$ cat config.mk
export PLATFORM = sky130hd
export DESIGN_NAME = qb4_sram
export DESIGN_NICKNAME = d
export VERILOG_FILES = /design/src/rtl/qb4_pkg.sv /design/src/rtl/qb4_array.sv /design/src/rtl/qb4_wr_ctrl.sv /design/src/rtl/qb4_fwd_merge.sv /design/src/rtl/qb4_rd_ctrl.sv /design/src/rtl/qb4_sram.sv
export SDC_FILE = /design/constraint.sdc
export NUM_CORES = 2
export LEC_CHECK = 0
export BUFFER_PORTS_ARGS = -buffer_cell sky130_fd_sc_hd__buf_2
export CAP_MARGIN = 20
export CORE_ASPECT_RATIO = 1.25
export CORE_MARGIN = 3
export CORE_UTILIZATION = 57
export DETAILED_ROUTE_END_ITERATION = 12
export HOLD_SLACK_MARGIN = 0.12
export PLACE_DENSITY = 0.72
export REMOVE_ABC_BUFFERS = 1
export SETUP_SLACK_MARGIN = 0.5
export SKIP_CTS_REPAIR_TIMING = 1
export SLEW_MARGIN = 20
export SYNTH_ARGS = -nofsm -noshare
export SYNTH_HDL_FRONTEND = slang
export SYNTH_SLANG_ARGS = --single-unit
$ cat constraint.sdc
create_clock -name clk -period 2.2 [get_ports clk]
set_clock_uncertainty 0.15 [all_clocks]
set_input_delay 0.11 -clock clk [delete_from_list [all_inputs] [get_ports clk]]
set_output_delay 0.11 -clock clk [all_outputs]
set_load 0.1 [all_outputs]
$ cat src/rtl/qb4_pkg.sv
package qb4_pkg;

    localparam int LANE_BITS = 9;
    localparam int BURST_LEN = 4;

    typedef enum logic [1:0] {
        RS_IDLE = 2'd0,
        RS_HEAD = 2'd1,
        RS_TAIL = 2'd2
    } rd_state_e;

    typedef enum logic [1:0] {
        WS_IDLE  = 2'd0,
        WS_PAIR0 = 2'd1,
        WS_PAIR1 = 2'd2
    } wr_state_e;

endpackage

$ cat src/rtl/qb4_array.sv
module qb4_array
    import qb4_pkg::*;
#(
    parameter int ADDR_W = 4,
    parameter int WORD_W = 18,
    localparam int LANES  = WORD_W / LANE_BITS,
    localparam int IDX_W  = ADDR_W + 2,
    localparam int DEPTH  = 1 << IDX_W,
    localparam int PAIR_W = 2 * WORD_W
) (
    input  logic                          clk,
    input  logic                          rst_n,
    input  logic                          we,
    input  logic [ADDR_W-1:0]             w_addr,
    input  logic [BURST_LEN*WORD_W-1:0]   w_data,
    input  logic [BURST_LEN*LANES-1:0]    w_mask_n,
    input  logic [ADDR_W-1:0]             ra_addr,
    input  logic                          ra_pair,
    output logic [PAIR_W-1:0]             ra_data,
    input  logic [ADDR_W-1:0]             rb_addr,
    input  logic                          rb_pair,
    output logic [PAIR_W-1:0]             rb_data
);

    logic [WORD_W-1:0] mem [DEPTH];

    always_ff @(posedge clk) begin
        if (!rst_n) begin
            for (int i = 0; i < DEPTH; i++) begin
                mem[i] <= '0;
            end
        end else if (we) begin
            for (int g = 0; g < BURST_LEN * LANES; g++) begin
                if (!w_mask_n[g]) begin
                    mem[{w_addr, 2'(g / LANES)}][(g % LANES)*LANE_BITS +: LANE_BITS]
                        <= w_data[g*LANE_BITS +: LANE_BITS];
                end
            end
        end
    end

    assign ra_data = {mem[{ra_addr, ra_pair, 1'b1}], mem[{ra_addr, ra_pair, 1'b0}]};
    assign rb_data = {mem[{rb_addr, rb_pair, 1'b1}], mem[{rb_addr, rb_pair, 1'b0}]};

endmodule

$ cat src/rtl/qb4_wr_ctrl.sv
module qb4_wr_ctrl
    import qb4_pkg::*;
#(
    parameter int ADDR_W = 4,
    parameter int WORD_W = 18,
    localparam int LANES   = WORD_W / LANE_BITS,
    localparam int PAIR_W  = 2 * WORD_W,
    localparam int PMASK_W = 2 * LANES
) (
    input  logic                           clk,
    input  logic                           rst_n,
    input  logic                           wr_sel_n,
    input  logic [ADDR_W-1:0]              wr_addr,
    input  logic [PAIR_W-1:0]              wr_data,
    input  logic [PMASK_W-1:0]             wr_bmask_n,
    output wr_state_e                      state,
    output logic [ADDR_W-1:0]              cur_addr,
    output logic [PAIR_W-1:0]              buf_data,
    output logic [PMASK_W-1:0]             buf_mask_n,
    output logic                           commit,
    output logic [BURST_LEN*WORD_W-1:0]    commit_data,
    output logic [BURST_LEN*LANES-1:0]     commit_mask_n
);

    wr_state_e nxt;
    logic      accept;

    assign accept = !wr_sel_n && (state != WS_PAIR0);

    always_comb begin
        nxt = WS_IDLE;
        unique case (state)
            WS_IDLE:  nxt = accept ? WS_PAIR0 : WS_IDLE;
            WS_PAIR0: nxt = WS_PAIR1;
            WS_PAIR1: nxt = accept ? WS_PAIR0 : WS_IDLE;
            default:  nxt = WS_IDLE;
        endcase
    end

    always_ff @(posedge clk) begin
        if (!rst_n) state <= WS_IDLE;
        else        state <= nxt;
    end

    always_ff @(posedge clk) begin
        if (!rst_n) begin
            cur_addr   <= '0;
            buf_data   <= '0;
            buf_mask_n <= '1;
        end else begin
            if (accept) cur_addr <= wr_addr;
            if (state == WS_PAIR0) begin
                buf_data   <= wr_data;
                buf_mask_n <= wr_bmask_n;
            end
        end
    end

    assign commit        = (state == WS_PAIR1);
    assign commit_data   = {wr_data, buf_data};
    assign commit_mask_n = {wr_bmask_n, buf_mask_n};

endmodule

$ cat src/rtl/qb4_fwd_merge.sv
module qb4_fwd_merge
    import qb4_pkg::*;
#(
    parameter int WORD_W = 18,
    localparam int LANES   = WORD_W / LANE_BITS,
    localparam int PAIR_W  = 2 * WORD_W,
    localparam int PMASK_W = 2 * LANES
) (
    input  logic [PAIR_W-1:0]  stored,
    input  logic [PAIR_W-1:0]  fresh,
    input  logic [PMASK_W-1:0] fresh_mask_n,
    input  logic               use_fresh,
    output logic [PAIR_W-1:0]  merged
);

    for (genvar g = 0; g < PMASK_W; g++) begin : g_lane
        assign merged[g*LANE_BITS +: LANE_BITS] =
            (use_fresh && !fresh_mask_n[g]) ? fresh[g*LANE_BITS +: LANE_BITS]
                                            : stored[g*LANE_BITS +: LANE_BITS];
    end

endmodule

$ cat src/rtl/qb4_rd_ctrl.sv
module qb4_rd_ctrl
    import qb4_pkg::*;
#(
    parameter int ADDR_W = 4,
    parameter int WORD_W = 18,
    localparam int LANES   = WORD_W / LANE_BITS,
    localparam int PAIR_W  = 2 * WORD_W,
    localparam int PMASK_W = 2 * LANES
) (
    input  logic                clk,
    input  logic                rst_n,
    input  logic                rd_sel_n,
    input  logic [ADDR_W-1:0]   rd_addr,
    input  logic [PAIR_W-1:0]   head_stored,
    input  logic [PAIR_W-1:0]   tail_stored,
    input  wr_state_e           wr_state,
    input  logic [ADDR_W-1:0]   wr_cur_addr,
    input  logic [PAIR_W-1:0]   wr_buf_data,
    input  logic [PMASK_W-1:0]  wr_buf_mask_n,
    input  logic [PAIR_W-1:0]   wr_data,
    input  logic [PMASK_W-1:0]  wr_bmask_n,
    output logic [ADDR_W-1:0]   tail_addr,
    output rd_state_e           state,
    output logic [PAIR_W-1:0]   rd_data,
    output logic                rd_valid,
    output logic                rd_echo
);

    rd_state_e          nxt;
    logic               accept;
    logic               hit_head_bus, hit_head_buf, hit_tail_bus;
    logic [PAIR_W-1:0]  head_fresh;
    logic [PMASK_W-1:0] head_fresh_mask_n;
    logic [PAIR_W-1:0]  head_merged, tail_merged;

    assign accept = !rd_sel_n && (state != RS_HEAD);

    // Pending write whose beats 0/1 are on the bus or already buffered.
    assign hit_head_bus = (wr_state == WS_PAIR0) && (wr_cur_addr == rd_addr);
    assign hit_head_buf = (wr_state == WS_PAIR1) && (wr_cur_addr == rd_addr);
    // Pending write whose beats 2/3 are on the bus now.
    assign hit_tail_bus = (wr_state == WS_PAIR1) && (wr_cur_addr == tail_addr);

    assign head_fresh        = hit_head_bus ? wr_data    : wr_buf_data;
    assign head_fresh_mask_n = hit_head_bus ? wr_bmask_n : wr_buf_mask_n;

    qb4_fwd_merge #(.WORD_W(WORD_W)) u_head_merge (
        .stored       (head_stored),
        .fresh        (head_fresh),
        .fresh_mask_n (head_fresh_mask_n),
        .use_fresh    (hit_head_bus || hit_head_buf),
        .merged       (head_merged)
    );

    qb4_fwd_merge #(.WORD_W(WORD_W)) u_tail_merge (
        .stored       (tail_stored),
        .fresh        (wr_data),
        .fresh_mask_n (wr_bmask_n),
        .use_fresh    (hit_tail_bus),
        .merged       (tail_merged)
    );

    always_comb begin
        nxt = RS_IDLE;
        unique case (state)
            RS_IDLE: nxt = accept ? RS_HEAD : RS_IDLE;
            RS_HEAD: nxt = RS_TAIL;
            RS_TAIL: nxt = accept ? RS_HEAD : RS_IDLE;
            default: nxt = RS_IDLE;
        endcase
    end

    always_ff @(posedge clk) begin
        if (!rst_n) state <= RS_IDLE;
        else        state <= nxt;
    end

    always_ff @(posedge clk) begin
        if (!rst_n) begin
            tail_addr <= '0;
            rd_data   <= '0;
            rd_valid  <= 1'b0;
            rd_echo   <= 1'b0;
        end else if (accept) begin
            tail_addr <= rd_addr;
            rd_data   <= head_merged;
            rd_valid  <= 1'b1;
            rd_echo   <= ~rd_echo;
        end else if (state == RS_HEAD) begin
            rd_data   <= tail_merged;
            rd_valid  <= 1'b1;
            rd_echo   <= ~rd_echo;
        end else begin
            rd_data   <= '0;
            rd_valid  <= 1'b0;
        end
    end

endmodule

$ cat src/rtl/qb4_sram.sv
module qb4_sram
    import qb4_pkg::*;
#(
    parameter int ADDR_W = 4,
    parameter int WORD_W = 18,
    localparam int LANES   = WORD_W / LANE_BITS,
    localparam int PAIR_W  = 2 * WORD_W,
    localparam int PMASK_W = 2 * LANES
) (
    input  logic                clk,
    input  logic                rst_n,
    input  logic                rd_sel_n,
    input  logic [ADDR_W-1:0]   rd_addr,
    input  logic                wr_sel_n,
    input  logic [ADDR_W-1:0]   wr_addr,
    input  logic [PAIR_W-1:0]   wr_data,
    input  logic [PMASK_W-1:0]  wr_bmask_n,
    output logic [PAIR_W-1:0]   rd_data,
    output logic                rd_valid,
    output logic                rd_echo
);

    rd_state_e                       rd_st;
    wr_state_e                       wr_st;
    logic [ADDR_W-1:0]               wr_cur_addr, tail_addr;
    logic [PAIR_W-1:0]               wr_buf_data, head_stored, tail_stored;
    logic [PMASK_W-1:0]              wr_buf_mask_n;
    logic                            commit;
    logic [BURST_LEN*WORD_W-1:0]     commit_data;
    logic [BURST_LEN*LANES-1:0]      commit_mask_n;

    qb4_wr_ctrl #(.ADDR_W(ADDR_W), .WORD_W(WORD_W)) u_wr (
        .clk           (clk),
        .rst_n         (rst_n),
        .wr_sel_n      (wr_sel_n),
        .wr_addr       (wr_addr),
        .wr_data       (wr_data),
        .wr_bmask_n    (wr_bmask_n),
        .state         (wr_st),
        .cur_addr      (wr_cur_addr),
        .buf_data      (wr_buf_data),
        .buf_mask_n    (wr_buf_mask_n),
        .commit        (commit),
        .commit_data   (commit_data),
        .commit_mask_n (commit_mask_n)
    );

    qb4_array #(.ADDR_W(ADDR_W), .WORD_W(WORD_W)) u_mem (
        .clk      (clk),
        .rst_n    (rst_n),
        .we       (commit),
        .w_addr   (wr_cur_addr),
        .w_data   (commit_data),
        .w_mask_n (commit_mask_n),
        .ra_addr  (rd_addr),
        .ra_pair  (1'b0),
        .ra_data  (head_stored),
        .rb_addr  (tail_addr),
        .rb_pair  (1'b1),
        .rb_data  (tail_stored)
    );

    qb4_rd_ctrl #(.ADDR_W(ADDR_W), .WORD_W(WORD_W)) u_rd (
        .clk           (clk),
        .rst_n         (rst_n),
        .rd_sel_n      (rd_sel_n),
        .rd_addr       (rd_addr),
        .head_stored   (head_stored),
        .tail_stored   (tail_stored),
        .wr_state      (wr_st),
        .wr_cur_addr   (wr_cur_addr),
        .wr_buf_data   (wr_buf_data),
        .wr_buf_mask_n (wr_buf_mask_n),
        .wr_data       (wr_data),
        .wr_bmask_n    (wr_bmask_n),
        .tail_addr     (tail_addr),
        .state         (rd_st),
        .rd_data       (rd_data),
        .rd_valid      (rd_valid),
        .rd_echo       (rd_echo)
    );

endmodule

Word-level counts from Yosys, hierarchy flattened:

Memories as Yosys holds them, arrays and structs flattened. A register that Yosys moved wholly into a read port is not among the register bits.
Cells that the tools add are included.

* word-level logic and storage cells: 121
* RAM bits: 1152
* output and inout bits: 38
* memory bits (read-only): 0
* register bits: 90
* memories kept: 1
* input port bits: 52
* bits in latches: 0

* multiplexer cells: 69
* reductions and logical operators: 33
* add/subtract/negate cells: 0
* div/mod/pow operators: 0
* order comparisons: 0
* $mul: 0
* equal/unequal tests: 8
* bitwise gates (word level): 1
* shifts and indexed selects: 0

Memories
* u_mem.mem: depth 64, bits a word 18, rd ports 4, clocked after Yosys merged registers in 2, write ports 64, RTL line qb4_array.sv:25 `logic [WORD_W-1:0] mem [DEPTH];`

Operator list (number)
* 36-bit two-way mux: 3
* 18-bit two-way mux: 4
* 9-bit two-way mux: 8
* 18-bit OR reduction: 4
* 6-bit two-way mux: 8
* 1-bit two-way mux: 39
* 1-bit logical AND: 13
* 1-bit logical NOT: 10
* 4-bit equality test: 2
* 2-bit two-way mux: 4
* 2-bit one-hot mux with 2 select lines: 2
* 2-bit by 1-bit equality test with 1-bit output (second input constant): 2
* 2-bit equality test (second input constant): 2
* 2-bit logical NOT: 2
* 4-bit two-way mux: 1
* 2-bit by 1-bit inequality test with 1-bit output (second input constant): 2
* 2-bit OR reduction: 2
* 2-bit nonzero test: 1
* 1-bit logical OR: 1
* 1-bit inverter: 1

Longest topological paths before layout:

* depth in word-level cells: 7
* gate-level depth with buffers: 8

Hierarchy:

Synthesis repeated with hierarchy kept, for this count alone.

* cells, all modules: 5865
* area total of the unflattened synthesis: 69027.5 µm²

Modules (own cells, without submodules)
* qb4_array: cells an instance 5329, times used 1, area an instance 63354.5 µm²
* qb4_wr_ctrl: cells an instance 278, times used 1, area an instance 2317.2 µm²
* qb4_rd_ctrl: cells an instance 168, times used 1, area an instance 2127.0 µm²
* qb4_fwd_merge: cells an instance 44, times used 2, area an instance 610.6 µm²
* qb4_sram: cells an instance 2, times used 1, area an instance 7.5 µm²

Worst setup path before layout:

No wires, ideal clock.

* path type: reg2reg
* start point: reg u_wr.state[0]
* end point: mem u_mem.mem[31][10], enable pin
* setup time: 387 ps
* slack: -195 ps
* cell stages (with the launch flop): 6
* arrival: 1858 ps
* path through: dfxtp_1 > nand2b_1 > or3_1 > clkbuf_1 > clkbuf_1 > o21ai_0

RTL lines
* start, declared: RTL line qb4_wr_ctrl.sv:16 `output wr_state_e state,`
* start signal, assigned: RTL line qb4_wr_ctrl.sv:42 `else state <= nxt;`
* end, declared: RTL line qb4_array.sv:25

==> run_results.csv <==
group,metric,value,unit
routing,wl_per_cell,25.5,um
grt,grt_max_degree,53,
power,max-vdd-ir-drop,0.681,mV
yosys,yosysWarnings,0,
clocking,cts_tree,"yes",
critical_path,crit_chain,"buf_6 -> clkbuf_16 -> clkbuf_16 -> buf_6 -> mux4_2 -> a22oi_2 -> a21oi_1 -> a211o_1",
yosys,async_flop_share,0,
finish,fin_cells,5589,
timing,timing.final.crit_period,2230,ps
floorplan,fp-row-count,127,
timing,rsz0062_at_grt,"yes",
critical_path,critPathBufInv,4,
routing,via_per_inst,6.01,
yosys,syn_inst,3764,
power,p_leak,0.0238,uW
yosys,synth_area,0.0556,sq mm
floorplan,core_area,0.0963,sq mm
critical_path,worstPathArrival,2660,ps
routing,ant_nets,0,
grt,grt_pass1_wl,210,mm
critical_path,r2r_setup_slack,-30,ps
timing,finalWorstSetupSlack,-34.9,ps
timing,max_freq,0.447,GHz
clocking,cts_buffer_depth,3,
finish,finalNetCount,4244,
yosys,yosysSeqAreaShare,0.656,
clocking,cts.sinks,1246,
finish,layout_commonest_cell,"edfxtp_1",
floorplan,dieWidth,285,um
run_status,outcome,"finished, violations left",
placement,dpl.cell_count,5268,
critical_path,reg2reg_depth,8,
critical_path,end_kind,"flip-flop",
timing,timing.final.crit_share,1.02,
critical_path,crit_end,"u_rd.rd_data[11]",
placement,portBuffers,89,
clocking,cts_buffers,116,
min_path,hold_path.class,"in -> reg",
critical_path,cp_num_cells,8,
critical_path,timing_worst_setup_path_type,"reg -> reg",
finish,final_core_util,0.681,
grt,grt_overflow,0,
clocking,clk_pin_slew,70,ps
critical_path,slowest_stage,"mux4_2",
timing,tightest_slew,869,ps
timing,hold_viol_final,0,
finish,nFillCells,6557,
floorplan,die_area,0.101,sq mm
routing,drt_iter0_drc,4052,
routing,drc_errors,0,
grt,grt_pass1_vias,33600,
yosys,ys_types,35,
yosys,avgSynthCellArea,14.8,sq um
grt,antenna_found_initial,7,
floorplan,ioPinCount,90,
yosys,yosys_register_bits,1246,
power,finalPower,50700,uW
routing,vias,33600,
critical_path,cpLargestDelayFamily,"buffers and inverters",
critical_path,r2r_end,"u_rd.rd_data[11]",
clocking,clk_latency,690,ps
critical_path,critPathRequiredTime,2620,ps
placement,dp_hpwl,93.4,mm
run_status,violations,"negative setup slack",
routing,wl,143,mm
timing,finalMaxSlewViolations,0,
floorplan,die_h,355,um
grt,use_met3,0.0427,
grt,busiest_layer,"met2",
finish,drive_gt1_frac,0.254,
run,drv_cap,0,
finish,mostFrequentLayoutCells,"edfxtp_1, and2_1, buf_4, mux4_2, o21ai_0",
clocking,cts_root_buf,"clkbuf_16",
critical_path,worstPathMaxFanout,6,
grt,met2_usage,0.475,
placement,place_congestion,0.882,
placement,pre_cts_ws,-110,ps
power,powerDensity,774,mW/mm^2
yosys,synth_edf_count,1152,
clocking,htree_levels,3,
floorplan,start_util,0.578,
routing,dr.pass1.iters,6,
grt,track_usage,0.277,
timing,setup_viol,20,
yosys,synth-main-ff-cell,"edfxtp_1",
critical_path,crit_path_start_kind,"flip-flop",
finish,syn_to_final_growth,17.9,%
critical_path,cpPeakStageDelay,490,ps
grt,met1_usage,0.358,
timing,max_slew_margin,0.417,
flip-flops by register name, summed over array words and instances, names as in the netlist, named ones only:
name and cells:
u_wr.cur_addr 4, u_rd.state 2, u_rd.tail_addr 4, u_wr.buf_data 36, u_rd.rd_valid 1, u_rd.rd_data 36, u_wr.state 2, u_mem.mem 1152
u_rd.rd_echo 1, u_wr.buf_mask_n 4
worst min-delay path, stage by stage:
cell and delay [ps]:
buf_2 190, buf_4 270, nand3_1 100, nand3_1 110, a21oi_1 70, o21ai_1 70
how the worst min path moves through the flow:
stage / startpoint / endpoint / cells after the start
after floorplan: rst_n / u_wr.buf_mask_n[0] / 1
after global placement: wr_sel_n / u_wr.state[0] / 2
after detailed placement: wr_sel_n / u_wr.state[0] / 2
after CTS: wr_sel_n / u_wr.state[0] / 2
after global routing: wr_addr[0] / u_wr.cur_addr[0] / 4
final: rd_addr[3] / u_rd.rd_data[30] / 6
cell usage after synthesis, drive strengths merged (4+ instances only):
cell type / n / area [sq um]
nor2: 148 / 556
nand2b: 4 / 25.0
nand2: 119 / 447
o21ai: 171 / 856
and2: 1154 / 7220
dfxtp: 94 / 1880
or3: 7 / 43.8
nor3: 5 / 30.0
xnor2: 9 / 109
buf: 58 / 279
clkbuf: 199 / 747
edfxtp: 1152 / 34600
a211o: 9 / 78.8
a21oi: 123 / 661
a22oi: 162 / 1220
mux4: 288 / 6490
nand3: 27 / 135
a22o: 9 / 78.8
nor2b: 13 / 81.3
cells by family after synthesis:
| kind of cell | Yosys count | synth area share |
|---|---|---|
| DFF | 1246 | 0.656 |
| and+or+nand+nor | 1481 | 0.154 |
| AOI/OAI and AO/OA | 480 | 0.0528 |
| buffers and inverters | 260 | 0.0186 |
| muxes | 288 | 0.117 |
| xor gates and xnor gates | 9 | 0.00196 |
layout make-up:
class                           count  area, sq um  area share
Clock inverter                     54          464     0.00708
Clock buffer                      167         3240      0.0493
Sequential cell                  1246        36500       0.556
Multi-Input combinational cell   2264        18700       0.285
Antenna cell                        4         10.0    0.000153
Tap cell                         1290         1610      0.0246
Inverter                            3         12.5    0.000191
Timing Repair Buffer              561         5050      0.0771
routing by layer:
metal / routed length, um / part of all wire / vias to the layer above
met5: 9 / 0.000063 / -
met4: 5690 / 0.040 / 2
met3: 11300 / 0.079 / 313
met2: 72600 / 0.51 / 1525
met1: 53000 / 0.37 / 16900
li1: - / - / 14900
report_power, final:
group / internal [uW] / switching (uW) / leakage, uW
Sequential: 26600 / 439 / 0.0127
Combinational: 1600 / 2480 / 0.00930
Clock: 11000 / 8580 / 0.00182
Total: 39200 / 11500 / 0.0238
through the flow:
stage	hold WS [ps]	setup TNS [ps]	cell area [sq um]
finish	114	-419	65600
global route	138	-10400	65600
CTS	-516	-7200	63900
detailed placement	224	-4240	60200
global placement	221	-2290	60200
floorplan	36.2	-577420	54600
Power figures use the tool's default switching activity.
